File: config.mk
export PLATFORM = sky130hd
export DESIGN_NAME = prio_irq_ctrl
export DESIGN_NICKNAME = d
export VERILOG_FILES = /design/src/rtl/irqc_pkg.sv /design/src/rtl/irqc_level_regs.sv /design/src/rtl/irqc_pend.sv /design/src/rtl/irqc_pick.sv /design/src/rtl/prio_irq_ctrl.sv
export SDC_FILE = /design/constraint.sdc
export NUM_CORES = 1
export LEC_CHECK = 0
export ABC_AREA = 1
export CORE_UTILIZATION = 53
export DETAILED_ROUTE_END_ITERATION = 10
export PLACE_DENSITY = 0.81
export SYNTH_ARGS = -nofsm -noshare
export SYNTH_HDL_FRONTEND = slang
export SYNTH_SLANG_ARGS = --single-unit
File: constraint.sdc
create_clock -name clk -period 30 [get_ports clk]
set_clock_uncertainty 0.15 [all_clocks]
set_input_delay 6 -clock clk [delete_from_list [all_inputs] [get_ports clk]]
set_output_delay 6 -clock clk [all_outputs]
set_load 0.03 [all_outputs]
File: src/rtl/irqc_pkg.sv
package irqc_pkg;
    typedef enum logic [0:0] {
        ST_IDLE    = 1'b0,
        ST_PRESENT = 1'b1
    } irqc_state_e;
endpackage

File: src/rtl/irqc_level_regs.sv
module irqc_level_regs #(
    parameter int          NUM_SLOTS  = 32,
    parameter int          LVL_W      = 3,
    parameter int          DATA_W     = 32,
    parameter int          BUS_AW     = 6,
    parameter int          ALIGN      = 8,
    parameter logic [31:0] RESET_BASE = 32'h0000_8000
) (
    input  logic                       clk,
    input  logic                       rst_n,
    input  logic                       reg_wr,
    input  logic [BUS_AW-1:0]          reg_addr,
    input  logic [DATA_W-1:0]          reg_wdata,
    output logic [DATA_W-1:0]          reg_rdata,
    output logic [NUM_SLOTS*LVL_W-1:0] lvl_flat,
    output logic [DATA_W-1:0]          tbl_base
);
    localparam int                VEC_W    = $clog2(NUM_SLOTS);
    localparam logic [BUS_AW-1:0] BASE_SEL = BUS_AW'(NUM_SLOTS);

    logic [LVL_W-1:0]        lvl_q [NUM_SLOTS];
    logic [DATA_W-ALIGN-1:0] base_q;

    for (genvar g = 0; g < NUM_SLOTS; g++) begin : g_lvl
        always_ff @(posedge clk or negedge rst_n) begin
            if (!rst_n)
                lvl_q[g] <= '0;
            else if (reg_wr && reg_addr == BUS_AW'(g))
                lvl_q[g] <= reg_wdata[LVL_W-1:0];
        end
        assign lvl_flat[g*LVL_W +: LVL_W] = lvl_q[g];
    end

    always_ff @(posedge clk or negedge rst_n) begin
        if (!rst_n)
            base_q <= RESET_BASE[DATA_W-1:ALIGN];
        else if (reg_wr && reg_addr == BASE_SEL)
            base_q <= reg_wdata[DATA_W-1:ALIGN];
    end

    assign tbl_base = {base_q, {ALIGN{1'b0}}};

    always_comb begin
        reg_rdata = '0;
        if (reg_addr < BASE_SEL)
            reg_rdata[LVL_W-1:0] = lvl_q[reg_addr[VEC_W-1:0]];
        else if (reg_addr == BASE_SEL)
            reg_rdata = tbl_base;
    end

    // the base stays aligned after any write
    a_r3_base_aligned: assert property (@(posedge clk) disable iff (!rst_n)
        tbl_base[ALIGN-1:0] == '0);
endmodule

File: src/rtl/irqc_pend.sv
module irqc_pend #(
    parameter int NUM_SLOTS = 32,
    parameter int NUM_VALID = 24,
    parameter int LVL_W     = 3,
    parameter int GRP_N     = 5,
    parameter int GRP_SLOT  = 21
) (
    input  logic [NUM_SLOTS-1:0]       slot_flag,
    input  logic [NUM_SLOTS-1:0]       slot_en,
    input  logic [GRP_N-1:0]           grp_flag,
    input  logic [GRP_N-1:0]           grp_en,
    input  logic [NUM_SLOTS*LVL_W-1:0] lvl_flat,
    output logic [NUM_SLOTS-1:0]       pend
);
    logic grp_hit;
    assign grp_hit = |(grp_flag & grp_en);

    for (genvar g = 0; g < NUM_SLOTS; g++) begin : g_slot
        if (g >= NUM_VALID) begin : g_rsvd
            assign pend[g] = 1'b0;
        end else begin : g_live
            logic raw;
            if (g == GRP_SLOT) begin : g_grp
                assign raw = (slot_flag[g] & slot_en[g]) | grp_hit;
            end else begin : g_one
                assign raw = slot_flag[g] & slot_en[g];
            end
            assign pend[g] = raw & (|lvl_flat[g*LVL_W +: LVL_W]);
        end
    end
endmodule

File: src/rtl/irqc_pick.sv
module irqc_pick #(
    parameter int NUM_SLOTS = 32,
    parameter int LVL_W     = 3,
    localparam int VEC_W    = $clog2(NUM_SLOTS)
) (
    input  logic                       clk,
    input  logic                       rst_n,
    input  logic [NUM_SLOTS-1:0]       pend,
    input  logic [NUM_SLOTS*LVL_W-1:0] lvl_flat,
    output logic                       win_valid,
    output logic [VEC_W-1:0]           win_vec,
    output logic [LVL_W-1:0]           win_lvl
);
    always_comb begin
        win_valid = 1'b0;
        win_vec   = '0;
        win_lvl   = '0;
        for (int i = 0; i < NUM_SLOTS; i++) begin
            // strict compare keeps the lower index on equal level
            if (pend[i] && lvl_flat[i*LVL_W +: LVL_W] > win_lvl) begin
                win_valid = 1'b1;
                win_vec   = VEC_W'(i);
                win_lvl   = lvl_flat[i*LVL_W +: LVL_W];
            end
        end
    end

    // the chosen slot is actually pending
    a_r7_winner_pending: assert property (@(posedge clk) disable iff (!rst_n)
        win_valid |-> pend[win_vec]);
    // any pending slot produces a winner of nonzero level
    a_r6_pending_wins: assert property (@(posedge clk) disable iff (!rst_n)
        (|pend) |-> (win_valid && win_lvl != '0));
endmodule

File: src/rtl/prio_irq_ctrl.sv
module prio_irq_ctrl #(
    parameter int          NUM_SLOTS  = 32,
    parameter int          NUM_VALID  = 24,
    parameter int          LVL_W      = 3,
    parameter int          GRP_N      = 5,
    parameter int          GRP_SLOT   = 21,
    parameter int          DATA_W     = 32,
    parameter int          BUS_AW     = 6,
    parameter logic [31:0] RESET_BASE = 32'h0000_8000
) (
    input  logic                      clk,
    input  logic                      rst_n,
    input  logic [NUM_SLOTS-1:0]      slot_flag,
    input  logic [NUM_SLOTS-1:0]      slot_en,
    input  logic [GRP_N-1:0]          grp_flag,
    input  logic [GRP_N-1:0]          grp_en,
    input  logic                      gie,
    input  logic                      ack,
    input  logic                      reg_wr,
    input  logic [BUS_AW-1:0]         reg_addr,
    input  logic [DATA_W-1:0]         reg_wdata,
    output logic [DATA_W-1:0]         reg_rdata,
    output logic                      irq_req,
    output logic [$clog2(NUM_SLOTS)-1:0] irq_vec,
    output logic [LVL_W-1:0]          irq_lvl,
    output logic [DATA_W-1:0]         irq_addr
);
    import irqc_pkg::*;

    localparam int VEC_W = $clog2(NUM_SLOTS);

    logic [NUM_SLOTS*LVL_W-1:0] lvl_flat;
    logic [DATA_W-1:0]          tbl_base;
    logic [NUM_SLOTS-1:0]       pend;
    logic                       win_valid;
    logic [VEC_W-1:0]           win_vec;
    logic [LVL_W-1:0]           win_lvl;

    irqc_state_e state_q, state_d;

    irqc_level_regs #(
        .NUM_SLOTS (NUM_SLOTS), .LVL_W(LVL_W), .DATA_W(DATA_W),
        .BUS_AW    (BUS_AW),    .ALIGN(8),     .RESET_BASE(RESET_BASE)
    ) u_regs (
        .clk(clk), .rst_n(rst_n), .reg_wr(reg_wr), .reg_addr(reg_addr),
        .reg_wdata(reg_wdata), .reg_rdata(reg_rdata),
        .lvl_flat(lvl_flat), .tbl_base(tbl_base)
    );

    irqc_pend #(
        .NUM_SLOTS(NUM_SLOTS), .NUM_VALID(NUM_VALID), .LVL_W(LVL_W),
        .GRP_N    (GRP_N),     .GRP_SLOT (GRP_SLOT)
    ) u_pend (
        .slot_flag(slot_flag), .slot_en(slot_en), .grp_flag(grp_flag),
        .grp_en(grp_en), .lvl_flat(lvl_flat), .pend(pend)
    );

    irqc_pick #(.NUM_SLOTS(NUM_SLOTS), .LVL_W(LVL_W)) u_pick (
        .clk(clk), .rst_n(rst_n), .pend(pend), .lvl_flat(lvl_flat),
        .win_valid(win_valid), .win_vec(win_vec), .win_lvl(win_lvl)
    );

    // next-state logic
    always_comb begin
        state_d = state_q;
        unique case (state_q)
            ST_IDLE:    if (win_valid && gie) state_d = ST_PRESENT; // grant
            ST_PRESENT: if (ack)              state_d = ST_IDLE;    // release
            default:                          state_d = ST_IDLE;
        endcase
    end

    // state register
    always_ff @(posedge clk or negedge rst_n) begin
        if (!rst_n) state_q <= ST_IDLE;
        else        state_q <= state_d;
    end

    // presented values, latched on grant
    always_ff @(posedge clk or negedge rst_n) begin
        if (!rst_n) begin
            irq_vec  <= '0;
            irq_lvl  <= '0;
            irq_addr <= '0;
        end else if (state_q == ST_IDLE && state_d == ST_PRESENT) begin
            irq_vec  <= win_vec;
            irq_lvl  <= win_lvl;
            irq_addr <= tbl_base + (DATA_W'(win_vec) << 2);
        end
    end

    assign irq_req = (state_q == ST_PRESENT);

    // reserved vectors are never shown
    a_r9_no_reserved: assert property (@(posedge clk) disable iff (!rst_n)
        irq_req |-> (32'(irq_vec) < NUM_VALID));
    // a presented level is never zero
    a_r6_level_nonzero: assert property (@(posedge clk) disable iff (!rst_n)
        irq_req |-> irq_lvl != '0);
    // address low part follows the vector
    a_r10_addr_vec: assert property (@(posedge clk) disable iff (!rst_n)
        irq_req |-> (irq_addr[VEC_W+1:2] == irq_vec && irq_addr[1:0] == 2'b00));
    // strobe rises only with global enable
    a_r11_gie_gate: assert property (@(posedge clk) disable iff (!rst_n)
        $rose(irq_req) |-> $past(gie));
    // presented values hold until acknowledge
    a_r12_hold: assert property (@(posedge clk) disable iff (!rst_n)
        (irq_req && !ack) |=> (irq_req && $stable(irq_vec) && $stable(irq_lvl) && $stable(irq_addr)));
    // acknowledge drops the strobe
    a_r12_release: assert property (@(posedge clk) disable iff (!rst_n)
        (irq_req && ack) |=> !irq_req);
endmodule

# After elaboration in Yosys (flattened, before gate mapping)
# Index checks and enable logic that the tools add are counted.
# word_totals
inputBits,117
elab_cells,313
output_inout_bits,73
reg_bits,161
# op_classes
n_bitwise,52
addsub,1
n_reduce_logical,85
n_lt_le_gt_ge,26
mux,80
eq_ne,32
# ops
op,count
equality test 6 x 5 -> 1 bit (second input constant),16
two-way mux 3 bit,31
OR reduction 3 bit,24
greater-than comparator 3 bit,23
logical AND 1 bit,59
bitwise AND 1 bit,48
equality test 6 x 4 -> 1 bit (second input constant),8
two-way mux 5 bit,8
adder 32 x 7 -> 32 bit,1
two-way mux 32 bit,1
two-way mux 4 bit,8
two-way mux 29 bit,1
two-way mux 1 bit,27
equality test 6 x 3 -> 1 bit (second input constant),4
binary-select mux 3 bit (select 5 bit),1
equality test 6 x 2 -> 1 bit (second input constant),2
equality test 6 x 1 -> 1 bit (second input constant),1
equality test 6 bit (second input constant),1
>= comparator 6 bit (second input constant),1
logical NOT 6 bit,1
< comparator 6 bit (second input constant),1
inverter 5 -> 6 bit,1
bitwise AND 5 bit,1
OR reduction 5 bit,1
5 further kinds,6

# Logic depth before layout (Yosys ltp)
# Gate-level depths: netlist of run 1.
# depth
word_depth,77
depth_mapped,185
mapped_depth_nobuf,184

# By module
# A second synthesis of run 1 with hierarchy kept.
# unflattened
cells_unflattened,1944
area_unflattened_um2,12448.2
# by_module_without_submodules
module,area_each_um2,cells_each,seq_area_each_um2,instances
irqc_level_regs,5816.8,794,3004.1,1
irqc_pick,3633.5,663,0.0,1
prio_irq_ctrl,2595.0,396,1026.0,1
irqc_pend,402.9,91,0.0,1

# Worst setup path after synthesis of run 1
# Ideal clock, no wire load.
# synth_path
path_kind,input -> register
startpoint,input port slot_flag[0]
endpoint,register irq_vec[3]
required_ns,29.733
path_stages,156
setup_time_ns,0.117
setup_slack_ns,0.697
n_path_buf,1
arrival_time_ns,29.036
path_cell_list,nand3_1 -> nor2_1 -> inv_1 -> ha_1 -> nand3_1 -> nand2_1 -> nor2_4 -> nand2_4 -> o21ai_0 -> ha_1 -> o21ai_0 -> nand3_1 -> nand3_4 -> nand2_4 -> o21ai_0 -> ha_1 -> o21ai_0 -> nand3_1 -> [... 120 more ...] -> ha_1 -> a31oi_1 -> nand2_1 -> o21ai_0 -> ha_1 -> nand2_1 -> nor2_1 -> a211oi_1 -> nor2_1 -> inv_1 -> nand3_1 -> nor4_1 -> nand3b_4 -> nand2_4 -> buf_6 -> nor2_4 -> nand2_1 -> nand2_1
# synth_via
elab_chain_cells,77
elab_cells_between_ends,116
classes_between,order compare: 23; mux: 65; bitwise: 2; reduce/logical: 26
# synth_lines
item,line_no,source
from (decl),prio_irq_ctrl.sv:13,"input logic [NUM_SLOTS-1:0] slot_flag,"
bitwise AND 1 bit *,irqc_pend.sv:26,assign raw = slot_flag[g] & slot_en[g];
bitwise AND 1 bit *,irqc_pend.sv:28,assign pend[g] = raw & (|lvl_flat[g*LVL_W +: LVL_W]);
logical AND 1 bit *,irqc_pick.sv:20,if (pend[i] && lvl_flat[i*LVL_W +: LVL_W] > win_lvl) begin
two-way mux 3 bit,irqc_pick.sv:20,
greater-than comparator 3 bit,irqc_pick.sv:20,
logical AND 1 bit,irqc_pick.sv:20,
two-way mux 3 bit,irqc_pick.sv:20,
greater-than comparator 3 bit,irqc_pick.sv:20,
[... 61 more ...],--,
two-way mux 3 bit,irqc_pick.sv:20,
greater-than comparator 3 bit,irqc_pick.sv:20,
logical AND 1 bit,irqc_pick.sv:20,
two-way mux 1 bit,irqc_pick.sv:20,
logical AND 1 bit,prio_irq_ctrl.sv:67,ST_IDLE: if (win_valid && gie) state_d = ST_PRESENT;
two-way mux 1 bit,prio_irq_ctrl.sv:67,
one-hot mux 1 bit (2 select lines),prio_irq_ctrl.sv:66,unique case (state_q)
logical AND 1 bit,prio_irq_ctrl.sv:85,end else if (state_q == ST_IDLE && state_d == ST_PRESENT) begin
to (signal assigned),prio_irq_ctrl.sv:86,irq_vec <= win_vec;
to (decl),prio_irq_ctrl.sv:24,"output logic [$clog2(NUM_SLOTS)-1:0] irq_vec,"
# Mark *: on every way between the ends. The rest lies on a longest branch, timed or not.
# A chain may end at the register's enable or synchronous reset.

# Worst setup path after layout of run 1
# Ends and elaborated chain as after synthesis.

==> results of run 1 <==
-- layout by cell type (no fill, tap or decap), drive strengths merged, types with 2 or more instances in the layout --
master	n
nand2	406
o21ai	181
inv	174
clkdlybuf4s50	157
dfrtp	152
nand3	129
buf	114
nor2	109
a21oi	42
o22ai	35
ha	29
clkbuf	22
nand4	13
a31oi	11
conb	8
or2	6
a22oi	6
a22o	5
o21a	5
nand3b	5
o311ai	4
nor3	3
clkinv	3
nor4	2
clkinvlp	2
o211ai	2
and2	2
-- per-stage QoR --
stage	setup slack, ps	hold slack, ps	TNS, ps	area [µm²]
6_report	1440	331	0	13300
5_1_grt	-114	343	-2540	13300
4_1_cts	29.0	333	0	13100
3_5_place_dp	-1720	318	-54570	12500
3_3_place_gp	-1060	314	-34060	12500
2_1_floorplan	697	303	0	10000
-- final cells by class --
cell class                 count  area [µm²]
clock buffer                  18         439
clock inverter                14         150
sequential                   153        3830
inverter                     166         623
timing repair buffer         275        2520
fill                        1330        4870
multi-input combinational   1007        5490
tap                          229         287
-- power by group --
group / internal (mW) / switching (mW)
logic: 0.164 / 0.225
clock network: 0.120 / 0.0973
registers: 0.250 / 0.0311
total: 0.534 / 0.354
-- state kept, by name (all words and copies together), names as in the netlist --
register,cells
irq_req,1
u_regs.lvl_flat,96
irq_lvl,3
irq_addr,25
irq_vec,4
u_regs.base_q,24
-- layer usage --
| layer | GRT usage | wire, µm | vias to the layer above | part of all wire |
|---|---|---|---|---|
| li1 | - | - | 5013 | - |
| met1 | 0.377 | 11800 | 4826 | 0.40 |
| met2 | 0.521 | 14200 | 413 | 0.48 |
| met3 | 0.0654 | 2470 | 73 | 0.083 |
| met4 | 0.146 | 1120 | 0 | 0.038 |
| met5 | 0 | 0 | - | 0 |
-- worst max-delay path: cells and delay by family --
kind | cells | cell delay (ps)
AND/OR/NAND/NOR | 101 | 10420
adder cells (fa/ha/maj) | 23 | 6540
AO/OA/AOI/OAI | 38 | 4500
buffers and inverters | 14 | 1240
-- worst paths after layout --
check | from | end | slack [ps] | cells past startpoint
worst max-delay path | slot_flag[0] | irq_vec[3]$_DFFE_PN0P_ | 1440 | 176
worst min register to register | irq_lvl[1]$_DFFE_PN0P_ | irq_lvl[1]$_DFFE_PN0P_ | 330 | 2
worst min-delay path | irq_lvl[1]$_DFFE_PN0P_ | irq_lvl[1]$_DFFE_PN0P_ | 330 | 2
max in group asynchronous | rst_n | u_regs.lvl_flat[53]$_DFFE_PN0P_ | 22910 | 2
min in group asynchronous | rst_n | u_regs.lvl_flat[22]$_DFFE_PN0P_ | 5530 | 1
worst max register to register | u_regs.lvl_flat[1]$_DFFE_PN0P_ | irq_vec[3]$_DFFE_PN0P_ | 6680 | 177
-- cell families (layout without fill, tap and decap cells) --
logic type,Yosys count,in the layout
AOI/OAI and AO/OA,295,295
adders and majority gates,29,29
buffers and inverters,212,473
DFF,153,153
other,1,8
and+or+nand+nor,675,675
-- what timing repair did --
item,CTS,global route
gates cloned,0,2
resized for setup,19,57
setup buffers,0,2
endpoints found under the setup margin,33,33
hold endpoints to repair,0,0
pin swaps,0,13
==> results.json, run 1 <==
{
  "max_freq_mhz": 35.0,
  "synth_fa_ha_area_frac": 0.0363,
  "clk_latency_ps": 440,
  "hold_path.class": "flop to flop",
  "arrival_ps": 28730,
  "synthSimpleGateAreaFrac": 0.322,
  "power_density_mw_per_mm2": 66.5,
  "period_share": 0.952,
  "yosys_warnings": 0,
  "power_leakage_nw": 6.53,
  "grt_overflow": 0,
  "fp-row-count": 49,
  "ant_nets": 0,
  "finalSetupViolations": 0,
  "ys_top_cells_by_area": "dfrtp_1 38%, nand2_1 13%, o21ai_0 7.7%, inv_1 5.7%, nand3_1 5.0%",
  "yosysTopAreaCell": "dfrtp_1",
  "end_kind": "flop",
  "yosys-top-cells-count": "356 x nand2_1, 153 x o21ai_0, 152 x dfrtp_1",
  "syn2layout_area_growth_pct": 33.4,
  "synth_most_common_cell": "nand2_1",
  "maxSlewHeadroom": 0.215,
  "yosysUniqueCellTypes": 49,
  "drive_above_1_share": 0.191,
  "initial_utilization": 0.549,
  "fin_cells": 1862,
  "drv_slew": 0,
  "grt_pass1_vias": 10100,
  "diodes": 0,
  "cts_tree": "built",
  "layout_min_cycle_time_ps": 28560,
  "synth-seq-cells": 153,
  "drv_cap": 0,
  "hpwl_um": 21000,
  "drt_iter0_markers": 959,
  "synth.cell_area_mm2": 0.00999,
  "synth_top_family_by_area": "simple AND/OR/NAND/NOR gates",
  "die_width_um": 139,
  "worstSetupPathType": "input port to flop",
  "h-tree-depth": 4,
  "holdBufCountCts": 0,
  "wirelength_um": 29600,
  "dieArea_mm2": 0.0194,
  "final_core_util": 0.732,
  "ir_drop_uv": 49.6,
  "worstMarginPinSlew_ps": 1180,
  "synthMuxAreaShare": 0,
  "async_flop_share": 1.00,
  "path_clk_slew_ps": 70,
  "synth_xor_area_frac": 0,
  "gp_congestion": 0.918,
  "synthCells": 1365,
  "slowest_delay_ps": 340,
  "grtUsageTotal": 0.309,
  "ys_seq_area_frac": 0.383,
  "worst_setup_path_start_kind": "input port",
  "clock_path_buffers": 2,
  "routedWlPerCell_um": 15.9,
  "coreArea_mm2": 0.0182,
  "outcome": "completed",
  "fp.dieH_um": 139,
  "final_nets": 1766,
  "grt_max_degree": 103,
  "slowest_stage": "ha_1",
  "crit_top_cell": "nand2_1",
  "synth_compound_area_frac": 0.169,
  "firstDrtPassIters": 7,
  "synth.avg_cell_area_um2": 7.32,
  "drcViolationCount": 0,
  "synth_top_cell_area_share": 0.381,
  "numCtsBuffers": 17,
  "io_pins": 190,
  "path_max_fanout": 9,
  "dp.cells": 1826,
  "p_total_mw": 0.887,
  "clock_sinks": 153,
  "io_buffers": 160,
  "grt_pass1_wl_um": 47900,
  "num_vias": 10300,
  "antenna_found_initial": 0,
  "clockRootBuffer": "clkbuf_16",
  "yosys_most_used_dff": "dfrtp_1",
  "viasPerCell": 5.55,
  "crit_required_ps": 30170,
  "synth_edf_count": 0,
  "hold_viol_final": 0
}
No activity file was read; power rests on OpenSTA's default activity.
==> inputs of run 2 (changes only) <==
--- a/config.mk
+++ b/config.mk
@@ -6,9 +6,8 @@
 export NUM_CORES = 1
 export LEC_CHECK = 0
 export ABC_AREA = 1
-export CORE_UTILIZATION = 53
+export CORE_UTILIZATION = 25
 export DETAILED_ROUTE_END_ITERATION = 10
-export PLACE_DENSITY = 0.81
 export SYNTH_ARGS = -nofsm -noshare
 export SYNTH_HDL_FRONTEND = slang
 export SYNTH_SLANG_ARGS = --single-unit
==> run 2 against run 1 <==
- sequential share of layout area decreased by 0.79 points
- critical endpoint is now irq_addr[18]$_DFFE_PN0P_
- critical path type unchanged
- worst hold slack gained 3.6 ps
- cell count is 16% higher
- maximum frequency is 0.38% higher
- critical path depth unchanged
- setup slack better by 110 ps
- die area grew 110%
- non-clock buffer count up 13
- utilization down 38 points
- register-to-register slack improved by 130 ps
- wire length is 7.9% higher
==> results.json, run 2 (synthesis gave the netlist of run 1 again) <==
{
  "pre_cts_ws_ps": -1810,
  "worstSetupPathType": "input port to flop",
  "gr-usage-met3": 0.0243,
  "intPower_mw": 0.523,
  "outcome": "completed",
  "timing.rr.end": "irq_addr[18]$_DFFE_PN0P_",
  "regToRegSetupSlack_ps": 6810,
  "path_clk_slew_ps": 70,
  "max_freq_mhz": 35.2,
  "finalSetupViolations": 0,
  "place_area_mm2": 0.0130,
  "hold_path.startpoint": "u_regs.lvl_flat[60]$_DFFE_PN0P_",
  "setup_slack_ps": 1550,
  "path_max_fanout": 18,
  "io_buffers": 160,
  "h-tree-depth": 4,
  "numCtsBuffers": 17,
  "drt_iter0_markers": 800,
  "final_common_cell": "nand2_1",
  "holdPathStages": 2,
  "io_pins": 190,
  "grt_pass1_wl_um": 51200,
  "crit_required_ps": 30210,
  "layout_common_cells": "355 x nand2_1, 157 x clkdlybuf4s50_1, 152 x dfrtp_1, 149 x inv_1, 123 x buf_4",
  "hold_path.class": "flop to flop",
  "comb_power_share": 0.443,
  "grt-busiest-layer": "met2",
  "clk_latency_ps": 440,
  "hpwl_um": 23800,
  "fp-row-count": 72,
  "fp.dieH_um": 202,
  "crit_top_cell": "nand2_1",
  "dieArea_mm2": 0.0408,
  "routedWlPerCell_um": 14.8,
  "clockPowerShare": 0.237,
  "drv_cap": 0,
  "power_density_mw_per_mm2": 63.6,
  "finalInstanceArea_mm2": 0.0137,
  "maxSlewHeadroom": 0.208,
  "grt_pass1_vias": 9877,
  "hold_viol_final": 0,
  "coreArea_mm2": 0.0390,
  "layout_min_cycle_time_ps": 28450,
  "seq_power_share": 0.320,
  "grtUsageMet1": 0.199,
  "drive_above_1_share": 0.191,
  "gp_congestion": 0.930,
  "end_kind": "flop",
  "drcViolationCount": 0,
  "rr_worst_depth": 177,
  "ant_nets": 0,
  "num_vias": 10000,
  "power_leakage_nw": 6.56,
  "worstMarginPinSlew_ps": 1190,
  "use_met2": 0.269,
  "grt_max_degree": 90,
  "arrival_ps": 28660,
  "clock_path_buffers": 2,
  "r2r-start": "u_regs.lvl_flat[2]$_DFFE_PN0P_",
  "holdBufCountCts": 0,
  "wirelength_um": 32000,
  "die_width_um": 202,
  "clockRootBuffer": "clkbuf_16",
  "drv_slew": 0,
  "fill_cells": 4061,
  "cts_tree": "built",
  "firstDrtPassIters": 8,
  "largest_reg_flops": 96,
  "syn2layout_area_growth_pct": 37.2,
  "power_switching_mw": 0.350,
  "worst_setup_path_start_kind": "input port",
  "slowest_delay_ps": 350,
  "grtUsageTotal": 0.158,
  "clock_sinks": 153,
  "ir_drop_uv": 43.3,
  "period_share": 0.948,
  "initial_utilization": 0.256,
  "hold_path_end": "u_regs.lvl_flat[60]$_DFFE_PN0P_",
  "slowest_stage": "ha_1",
  "grt_overflow": 0,
  "p_sw_frac": 0.401,
  "viasPerCell": 4.63,
  "antenna_found_initial": 1,
  "final_nets": 1779
}
==> run 2: cell types whose count changed in the layout (fill, tap and decap cells not counted), sizes merged <==
cell / change
buf: +12
clkinv: +2
diode: +2
inv: -2
bufinv: -1
clkbuf: +1
clkinvlp: +1
==> run 2: worst max-delay path by stage <==
stage / from / to / slack (ps)
floorplan: slot_flag[0] / irq_vec[3]$_DFFE_PN0P_ / 700
global placement: slot_flag[0] / irq_lvl[0]$_DFFE_PN0P_ / -1490
detailed placement: slot_en[0] / irq_addr[9]$_DFFE_PN0P_ / -1810
CTS: slot_en[0] / irq_addr[14]$_DFFE_PN0P_ / 70
global route: slot_en[0] / irq_lvl[0]$_DFFE_PN0P_ / -160
finish: slot_en[0] / irq_addr[18]$_DFFE_PN0P_ / 1550
==> run 2: area by class of cell <==
cell class	instances	area, µm²	area share
Multi-Input combinational cell	1007	5430	0.396
Sequential cell	153	3830	0.279
Timing Repair Buffer	288	2630	0.192
Tap cell	518	648	0.0473
Inverter	166	623	0.0454
Clock buffer	18	429	0.0313
Clock inverter	14	115	0.00839
Antenna cell	2	5.00	0.000365
==> run 2: layer usage <==
metal | up-vias | wire (µm)
met3 | 46 | 1350
met5 | - | 0
met1 | 4727 | 14200
met4 | 0 | 901
met2 | 231 | 15500
li1 | 5034 | -
==> run 2: metrics by stage <==
step / hold slack [ps] / power, mW / setup TNS, ps / std cells / util
3_5_place_dp: 318 / 0.653 / -58450 / 2128 / 0.332
5_1_grt: 355 / 0.929 / -3620 / 2164 / 0.351
4_1_cts: 336 / 0.863 / 0 / 2160 / 0.346
6_report: 334 / 0.873 / 0 / 2166 / 0.352
2_1_floorplan: 303 / 0.508 / 0 / 1372 / -
3_3_place_gp: 317 / 0.645 / -47990 / 2128 / 0.332
==> run 2: critical path: cells and delay by family <==
| kind | cells | cell delay, ps |
|---|---|---|
| and+or+nand+nor | 100 | 9910 |
| adders and majority gates | 23 | 6660 |
| AOI/OAI and AO/OA | 40 | 4940 |
| buffers and inverters | 13 | 1110 |
==> run 2: power groups by stage <==
| stage | Combinational [mW] | Sequential [mW] | Clock (mW) |
|---|---|---|---|
| finish | 0.387 | 0.280 | 0.207 |
| global route | 0.424 | 0.286 | 0.219 |
| CTS | 0.373 | 0.280 | 0.211 |
| detailed placement | 0.370 | 0.283 | 0 |
| global placement | 0.363 | 0.282 | 0 |
| floorplan | 0.187 | 0.321 | 0 |
==> run 2: repair_timing <==
| item | in CTS | in global routing |
|---|---|---|
| resized for setup | 19 | 47 |
| cloned | 0 | 3 |
| buffers inserted | 0 | 1 |
| endpoints found under the setup margin | 33 | 33 |
| pin swaps | 0 | 15 |
| hold endpoints to repair | 0 | 0 |
